## src/rtl/xrst_pkg.sv

```systemverilog
package xrst_pkg;
    localparam int DUR_W   = 20;
    localparam int WORD_W  = 32;
    localparam int KEY_LSB = 24;
    localparam int POL_BIT = 31;
    localparam int DRV_BIT = 30;

    localparam logic [7:0] KEY_POL_HIGH = 8'hA5;
    localparam logic [7:0] KEY_POL_LOW  = 8'h5A;
    localparam logic [7:0] KEY_DRV_PP   = 8'hA8;
    localparam logic [7:0] KEY_DRV_OD   = 8'h8A;

    typedef struct packed {
        logic             pol_high;
        logic             push_pull;
        logic [DUR_W-1:0] dur;
    } cfg_t;
endpackage

```

## src/rtl/xrst_cfg_reg.sv

```systemverilog
module xrst_cfg_reg
    import xrst_pkg::*;
#(
    parameter logic [DUR_W-1:0] DUR_RESET = 20'hFF
) (
    input  logic              clk,
    input  logic              rst_n,
    input  logic              wr,
    input  logic [WORD_W-1:0] wdata,
    output cfg_t              cfg,
    output logic [WORD_W-1:0] rdata
);
    localparam int PAD_W = DRV_BIT - DUR_W;

    cfg_t state_d, state_q;
    logic [7:0] key;
    logic unused_mid;

    assign key        = wdata[WORD_W-1:KEY_LSB];
    assign unused_mid = ^wdata[KEY_LSB-1:DUR_W];

    always_comb begin
        state_d = state_q;
        if (wr) begin
            state_d.dur = wdata[DUR_W-1:0];
            case (key)
                KEY_POL_HIGH: state_d.pol_high  = 1'b1;
                KEY_POL_LOW:  state_d.pol_high  = 1'b0;
                KEY_DRV_PP:   state_d.push_pull = 1'b1;
                KEY_DRV_OD:   state_d.push_pull = 1'b0;
                default:      ;
            endcase
        end
    end

    always_ff @(posedge clk or negedge rst_n) begin
        if (!rst_n) begin
            state_q <= '{pol_high: 1'b0, push_pull: 1'b0, dur: DUR_RESET};
        end else begin
            state_q <= state_d;
        end
    end

    assign cfg   = state_q;
    assign rdata = {state_q.pol_high, state_q.push_pull, {PAD_W{1'b0}}, state_q.dur};
endmodule

```

## src/rtl/xrst_tick_div.sv

```systemverilog
module xrst_tick_div #(
    parameter int TICK_CYCLES = 50
) (
    input  logic clk,
    input  logic rst_n,
    input  logic run,
    input  logic clear,
    output logic tick
);
    localparam int CNT_W = $clog2(TICK_CYCLES + 1);
    localparam logic [CNT_W-1:0] LAST = CNT_W'(TICK_CYCLES - 1);

    typedef struct packed {
        logic [CNT_W-1:0] cnt;
    } div_t;

    div_t state_d, state_q;

    assign tick = run && (state_q.cnt == LAST);

    always_comb begin
        state_d = state_q;
        if (clear || !run || tick) begin
            state_d.cnt = '0;
        end else begin
            state_d.cnt = state_q.cnt + 1'b1;
        end
    end

    always_ff @(posedge clk or negedge rst_n) begin
        if (!rst_n) begin
            state_q <= '0;
        end else begin
            state_q <= state_d;
        end
    end
endmodule

```

## src/rtl/xrst_pulse_ctl.sv

```systemverilog
module xrst_pulse_ctl
    import xrst_pkg::*;
(
    input  logic             clk,
    input  logic             rst_n,
    input  logic             trig,
    input  logic [DUR_W-1:0] dur,
    input  logic             tick,
    output logic             active
);
    typedef struct packed {
        logic             active;
        logic [DUR_W-1:0] remain;
    } ctl_t;

    ctl_t state_d, state_q;

    always_comb begin
        state_d = state_q;
        if (trig) begin
            state_d.active = 1'b1;
            state_d.remain = dur;
        end else if (state_q.active && tick) begin
            if (state_q.remain == '0) begin
                state_d.active = 1'b0;
            end else begin
                state_d.remain = state_q.remain - 1'b1;
            end
        end
    end

    always_ff @(posedge clk or negedge rst_n) begin
        if (!rst_n) begin
            state_q <= '0;
        end else begin
            state_q <= state_d;
        end
    end

    assign active = state_q.active;
endmodule

```

## src/rtl/xrst_pad_drv.sv

```systemverilog
module xrst_pad_drv (
    input  logic active,
    input  logic pol_high,
    input  logic push_pull,
    output logic level,
    output logic oe
);
    always_comb begin
        level = active ? pol_high : !pol_high;
        oe    = push_pull || active;
    end
endmodule

```

## src/rtl/xrst_pulse_top.sv

```systemverilog
module xrst_pulse_top
    import xrst_pkg::*;
#(
    parameter int                TICK_CYCLES = 50,
    parameter logic [DUR_W-1:0]  DUR_RESET   = 20'hFF
) (
    input  logic              clk,
    input  logic              rst_n,
    input  logic              cfg_wr,
    input  logic [WORD_W-1:0] cfg_wdata,
    output logic [WORD_W-1:0] cfg_rdata,
    input  logic              trig,
    output logic              pulse_out,
    output logic              pulse_oe
);
    cfg_t cfg;
    logic tick;
    logic pulse_active;

    xrst_cfg_reg #(.DUR_RESET(DUR_RESET)) u_cfg (
        .clk   (clk),
        .rst_n (rst_n),
        .wr    (cfg_wr),
        .wdata (cfg_wdata),
        .cfg   (cfg),
        .rdata (cfg_rdata)
    );

    xrst_tick_div #(.TICK_CYCLES(TICK_CYCLES)) u_div (
        .clk   (clk),
        .rst_n (rst_n),
        .run   (pulse_active),
        .clear (trig),
        .tick  (tick)
    );

    xrst_pulse_ctl u_ctl (
        .clk    (clk),
        .rst_n  (rst_n),
        .trig   (trig),
        .dur    (cfg.dur),
        .tick   (tick),
        .active (pulse_active)
    );

    xrst_pad_drv u_pad (
        .active    (pulse_active),
        .pol_high  (cfg.pol_high),
        .push_pull (cfg.push_pull),
        .level     (pulse_out),
        .oe        (pulse_oe)
    );
endmodule

```

## config.mk

```make
export PLATFORM = sky130hd
export DESIGN_NAME = xrst_pulse_top
export DESIGN_NICKNAME = d
export VERILOG_FILES = /design/src/rtl/xrst_pkg.sv /design/src/rtl/xrst_cfg_reg.sv /design/src/rtl/xrst_tick_div.sv /design/src/rtl/xrst_pulse_ctl.sv /design/src/rtl/xrst_pad_drv.sv /design/src/rtl/xrst_pulse_top.sv
export SDC_FILE = /design/constraint.sdc
export NUM_CORES = 1
export LEC_CHECK = 0
export BUFFER_PORTS_ARGS = -buffer_cell sky130_fd_sc_hd__buf_2
export CAP_MARGIN = 20
export CORE_MARGIN = 2
export CORE_UTILIZATION = 49
export CTS_BUF_LIST = sky130_fd_sc_hd__clkbuf_8
export CTS_CLUSTER_DIAMETER = 30
export DETAILED_ROUTE_END_ITERATION = 12
export PLACE_DENSITY = 0.86
export SLEW_MARGIN = 30
export SYNTH_ARGS = -nofsm -noshare
export SYNTH_HDL_FRONTEND = slang
export SYNTH_SLANG_ARGS = --single-unit
```

## constraint.sdc

```tcl
create_clock -name clk -period 3.2 [get_ports clk]
set_input_delay 0.16 -clock clk [delete_from_list [all_inputs] [get_ports clk]]
set_output_delay 0.16 -clock clk [all_outputs]
set_load 0.01 [all_outputs]
```

Yosys cells after proc, flatten, opt, wreduce, memory -nomap -nowiden
Index checks and enable logic that the tools add are counted.
- add/sub/neg operators: 2
- muxes and demuxes: 8
- equality and inequality tests: 6
- reductions and logical operators: 16
- operators by type and width (operator ; count):
    2-to-1 mux 21 bit ; 2
    == test 8 bit, second input constant ; 3
    zero test 20 bit ; 1
    2-to-1 mux 20 bit ; 1
    subtractor 20 x 1 -> 20 bit, second input constant ; 1
    == test 8 x 7 -> 1 bit, second input constant ; 1
    AND reduction 2 bit ; 4
    nonzero test 2 bit ; 4
    adder 6 x 1 -> 6 bit, second input constant ; 1
    == test 6 bit, second input constant ; 1
    2-to-1 mux 6 bit ; 1
    one-hot mux 1 bit (2 select lines) ; 2
    logical OR 1 bit ; 3
    logical AND 1 bit ; 2
    zero test 1 bit ; 2
    2-to-1 mux 1 bit ; 2
    != test 2 bit, second input constant ; 1
- bits of input ports: 36
- flip-flop bits (word level): 49
- word-level logic and storage cells: 38

Logic depth before layout (Yosys ltp)
- word-level depth: 5
- depth in mapped cells: 7
- depth with buffers taken out: 6

Cells and area by module
From an unflattened synthesis, not the netlist that was laid out.
- cells, all modules: 259
- area, all modules: 2705.1 um^2
- by module, submodules not included (module ; area an instance (um^2) ; sequential area each (um^2) ; times used ; cells each):
    xrst_pulse_ctl ; 1260.0 ; 525.5 ; 1 ; 140
    xrst_cfg_reg ; 1137.3 ; 560.5 ; 1 ; 89
    xrst_tick_div ; 292.8 ; 150.1 ; 1 ; 28
    xrst_pad_drv ; 15.0 ; 0.0 ; 1 ; 2

Worst setup path before layout
OpenSTA, ideal clock, no wires.
- path kind: reg-to-reg
- from: register u_ctl.state_q[0] (netlist name)
- to: register u_ctl.state_q[0] (netlist name)
- path buffers: 0
- period minus slack after synthesis: 2293 ps
- setup time: 127 ps
- cell stages (with the launch flop): 7
- path slack: 907 ps
- arrival: 2165 ps
- cell sequence: dfrtp_1 > inv_1 > ha_1 > or4b_2 > nor4_1 > a2111oi_0 > nand3b_1
- longest elaborated chain between the ends: 4
- RTL lines (item ; line ; RTL):
    start, declared ; xrst_pulse_ctl.sv:16 ; ctl_t state_d, state_q;
    start signal, assigned ; xrst_pulse_ctl.sv:36 ; state_q <= state_d;
    subtractor 20 x 1 -> 20 bit ; xrst_pulse_ctl.sv:27 ; state_d.remain = state_q.remain - 1'b1;
    2-to-1 mux 20 bit ; xrst_pulse_ctl.sv:24 ; if (state_q.remain == '0) begin
    2-to-1 mux 21 bit ; xrst_pulse_ctl.sv:23 ; end else if (state_q.active && tick) begin
    2-to-1 mux 21 bit ; xrst_pulse_ctl.sv:20 ; if (trig) begin
Several ways; a longest one is shown, not always the timed one. The select of a mux whose other input is x is not followed.
A chain may end at the register's enable or synchronous reset.

Final worst setup path
- from: register u_ctl.state_q[0] (netlist name)
- to: register u_ctl.state_q[3] (netlist name)
The elaborated chain is that of the path after synthesis.

==> results.toml <==
[cells_and_area]
fill_cells = 439
layout-area-overhead-vs-synth_pct = 15.9
layout_commonest_cell = "buf_2"
diodes = 0
drive_gt1_share_pct = 33.1
mostFrequentLayoutCells = "buf_2 (54), dfrtp_1 (41), nor2_1 (27), mux2_2 (20), or4_1 (15)"
fin_cells = 387
layout.nets = 356

[setup_path]
worstPathRequired_ns = 3.40
cp-end-kind = "register"
cp_max_fo = 8
crit_end = "u_ctl.state_q[3]$_DFFE_PN0P_"
r2r-end = "u_ctl.state_q[3]$_DFFE_PN0P_"
cp.arrival_ns = 2.74
crit_type = "reg2reg"
start_kind = "register"
r2r-start = "u_ctl.state_q[0]$_DFFE_PN0P_"
startpoint = "u_ctl.state_q[0]$_DFFE_PN0P_"
reg2reg_depth = 6
rrSetupSlack_ns = 0.66

[power]
power_leakage_nw = 1.26
power.density_mw_per_mm2 = 452
p_comb_share_pct = 15.0
vdd_drop_max_uv = 286
intPower_mw = 1.04
pwr-share-seq_pct = 52.8
clockPowerShare_pct = 32.1
switching_share_pct = 26.3
p_switching_mw = 0.371

[clocking]
cts_root_buf = "clkbuf_8"
cts_resized = 0
cts_sinks = 49
clock_latency_ns = 0.31
htree_levels = 2
clkTransAtPathRegs_ns = 0.08
cts_tree = "built"
cts_buffers = 5
ctsLongestPathBuffers = 2

[global_routing]
grt_pass1_wl_um = 10100
antenna_found_initial = 0
grt_usage_pct = 20.7
gr-total-overflow = 0
grt_max_degree = 50
grt_pass1_vias = 2192

[sta]
tightest_slew_ns = 0.671
grt_setup_unrepaired = "no"
fmax_mhz = 394
finalCritPeriodShare_pct = 79.3
finalCriticalPeriod_ns = 2.54
drv_slew = 0
hold_viol = 0
tns_ns = 0
fin_hold_ws_ns = 0.0794
finalClockSkew_ns = 0.00645
max_slew_margin_pct = 55.2
setup_viol = 0

[outcome]
status = "finished, final reports clean"

[routing]
wl_per_cell_um = 15.2
drc = 0
ant_nets = 0
routed_wl_um = 5900
via_count = 2261
vias_per_cell = 5.84
firstDrtPassIters = 4
drt_iter0_markers = 121

[floorplanning]
io_pins = 70
core_area_mm2 = 0.00520
dieArea_mm2 = 0.00610
dieHeight_um = 78.1
die_w_um = 78.1
rows = 26
initial_core_util_pct = 51.7

[logic_synthesis]
synth.distinct_cells = 48
ys_ff_latch = 49
netlist_area_mm2 = 0.00269
synth-edff-count = 0
syn-instance-count = 264
avgSynthCellArea_um2 = 10.2
synth_flop_cell = "dfrtp_1"
async_flop_share_pct = 100
yosys_warnings = 0
yosysSeqAreaShare_pct = 46.0

[placed_design]
placed_cells = 378
dp_hpwl_um = 4130
io_buffers = 55
gp_congestion = 0.818

[hold_path]
holdCritStartpoint = "cfg_wdata[14]"
hold_class = "in2reg"

[job]
drv_cap = 0
## flip-flops by register name (all words and copies together), names as in the netlist
| register | cells |
|---|---|
| u_ctl.state_q | 20 |
| u_div.state_q | 6 |
| u_cfg.cfg | 22 |
| u_ctl.active | 1 |
## power by group through the flow
stage                     Sequential (mW)  Combinational [mW]  Clock, mW
final                               0.744               0.212      0.453
after global routing                0.755               0.238      0.489
after CTS                           0.743               0.215      0.460
after detailed placement            0.755               0.212          0
after global placement              0.750               0.203          0
after floorplan                     0.754               0.129          0
## cell families (layout without fill, tap and decap cells)
kind of cell / after synthesis / count (layout) / share of synthesized area (%)
other cells: 1 / 10 / 0.139
xor+xnor: 5 / 5 / 1.63
fa+ha+maj: 4 / 4 / 1.86
simple gates: 102 / 102 / 22.9
mux: 20 / 20 / 8.38
compound gates: 50 / 50 / 12.8
buf+inv: 33 / 77 / 6.33
flops: 49 / 49 / 46.0
## per-stage QoR
stage                     utilization, %  setup WS, ns  instance area [um^2]  power, mW
after global placement              57.4         0.708                  2990      0.953
after floorplan                        -         0.907                  2720      0.883
after global routing                59.9         0.528                  3120       1.48
after CTS                           59.9         0.678                  3120       1.42
after detailed placement            57.4         0.698                  2990      0.967
final                               59.9         0.663                  3120       1.41
## how the worst min path moves through the flow
stage,cells after the start,to
3_5_place_dp,1,u_cfg.cfg[13]$_DFFE_PN0P_
4_1_cts,2,u_cfg.cfg[13]$_DFFE_PN0P_
5_1_grt,2,u_cfg.cfg[2]$_DFFE_PN1P_
3_3_place_gp,2,u_cfg.cfg[9]$_DFFE_PN0P_
6_report,2,u_cfg.cfg[14]$_DFFE_PN0P_
2_1_floorplan,0,u_cfg.cfg[10]$_DFFE_PN0P_
## what timing repair did
| action | CTS | global route |
|---|---|---|
| hold endpoints to repair | 41 | 0 |
| hold buffers | 1 | 0 |
| setup buffers | 0 | 0 |
## metal layers
layer	track usage, %	routed length (um)	share of wire [%]	up-vias
met5	0	0	0	-
met2	33.3	2860	49	77
li1	-	-	-	1084
met1	28.3	2600	44	1091
met3	4.02	348	5.9	9
met4	6.84	81	1.4	0
## layout make-up
| type | count | area, um^2 | area share (%) |
|---|---|---|---|
| sequential | 49 | 1240 | 39.7 |
| inverter | 7 | 26.3 | 0.843 |
| tap | 70 | 87.6 | 2.81 |
| clock inverter | 2 | 33.8 | 1.08 |
| clock buffer | 6 | 82.6 | 2.65 |
| multi-input combinational | 191 | 1320 | 42.2 |
| timing repair buffer | 62 | 333 | 10.7 |
## synthesized netlist by cell type, types with 2 or more instances
library cell	n	area [um^2]
nand4b_1	2	17.5
buf_4	12	90.1
o41ai_1	5	43.8
xor2_1	2	17.5
or4b_2	2	20.0
nand4_1	5	31.3
nand2_1	6	22.5
nor2_1	27	101
nor3_1	2	10.0
o31a_1	2	17.5
a31oi_1	13	81.3
or2_2	4	25.0
o31ai_1	6	45.0
o21ai_0	8	40.0
mux2_2	20	225
dfstp_2	8	210
o211ai_1	3	22.5
and2_1	2	12.5
a21oi_1	5	25.0
nand2b_1	3	18.8
or3_1	5	31.3
nand4bb_1	2	22.5
or4b_1	3	30.0
dfrtp_1	41	1030
ha_1	4	50.1
buf_1	2	7.51
nor4bb_1	2	20.0
xnor2_1	3	26.3
nor4_1	8	50.1
or4_1	15	113
inv_1	7	26.3
clkbuf_1	11	41.3
nand3_1	9	45.0
## worst max-delay path: stages (launching register included)
cell and delay [ns]:
dfrtp_1 0.43, inv_1 0.10, ha_1 0.18, or4b_2 0.69
nor4_2 0.59, a21oi_1 0.15, o31a_1 0.29
Power figures use the tool's default switching activity.
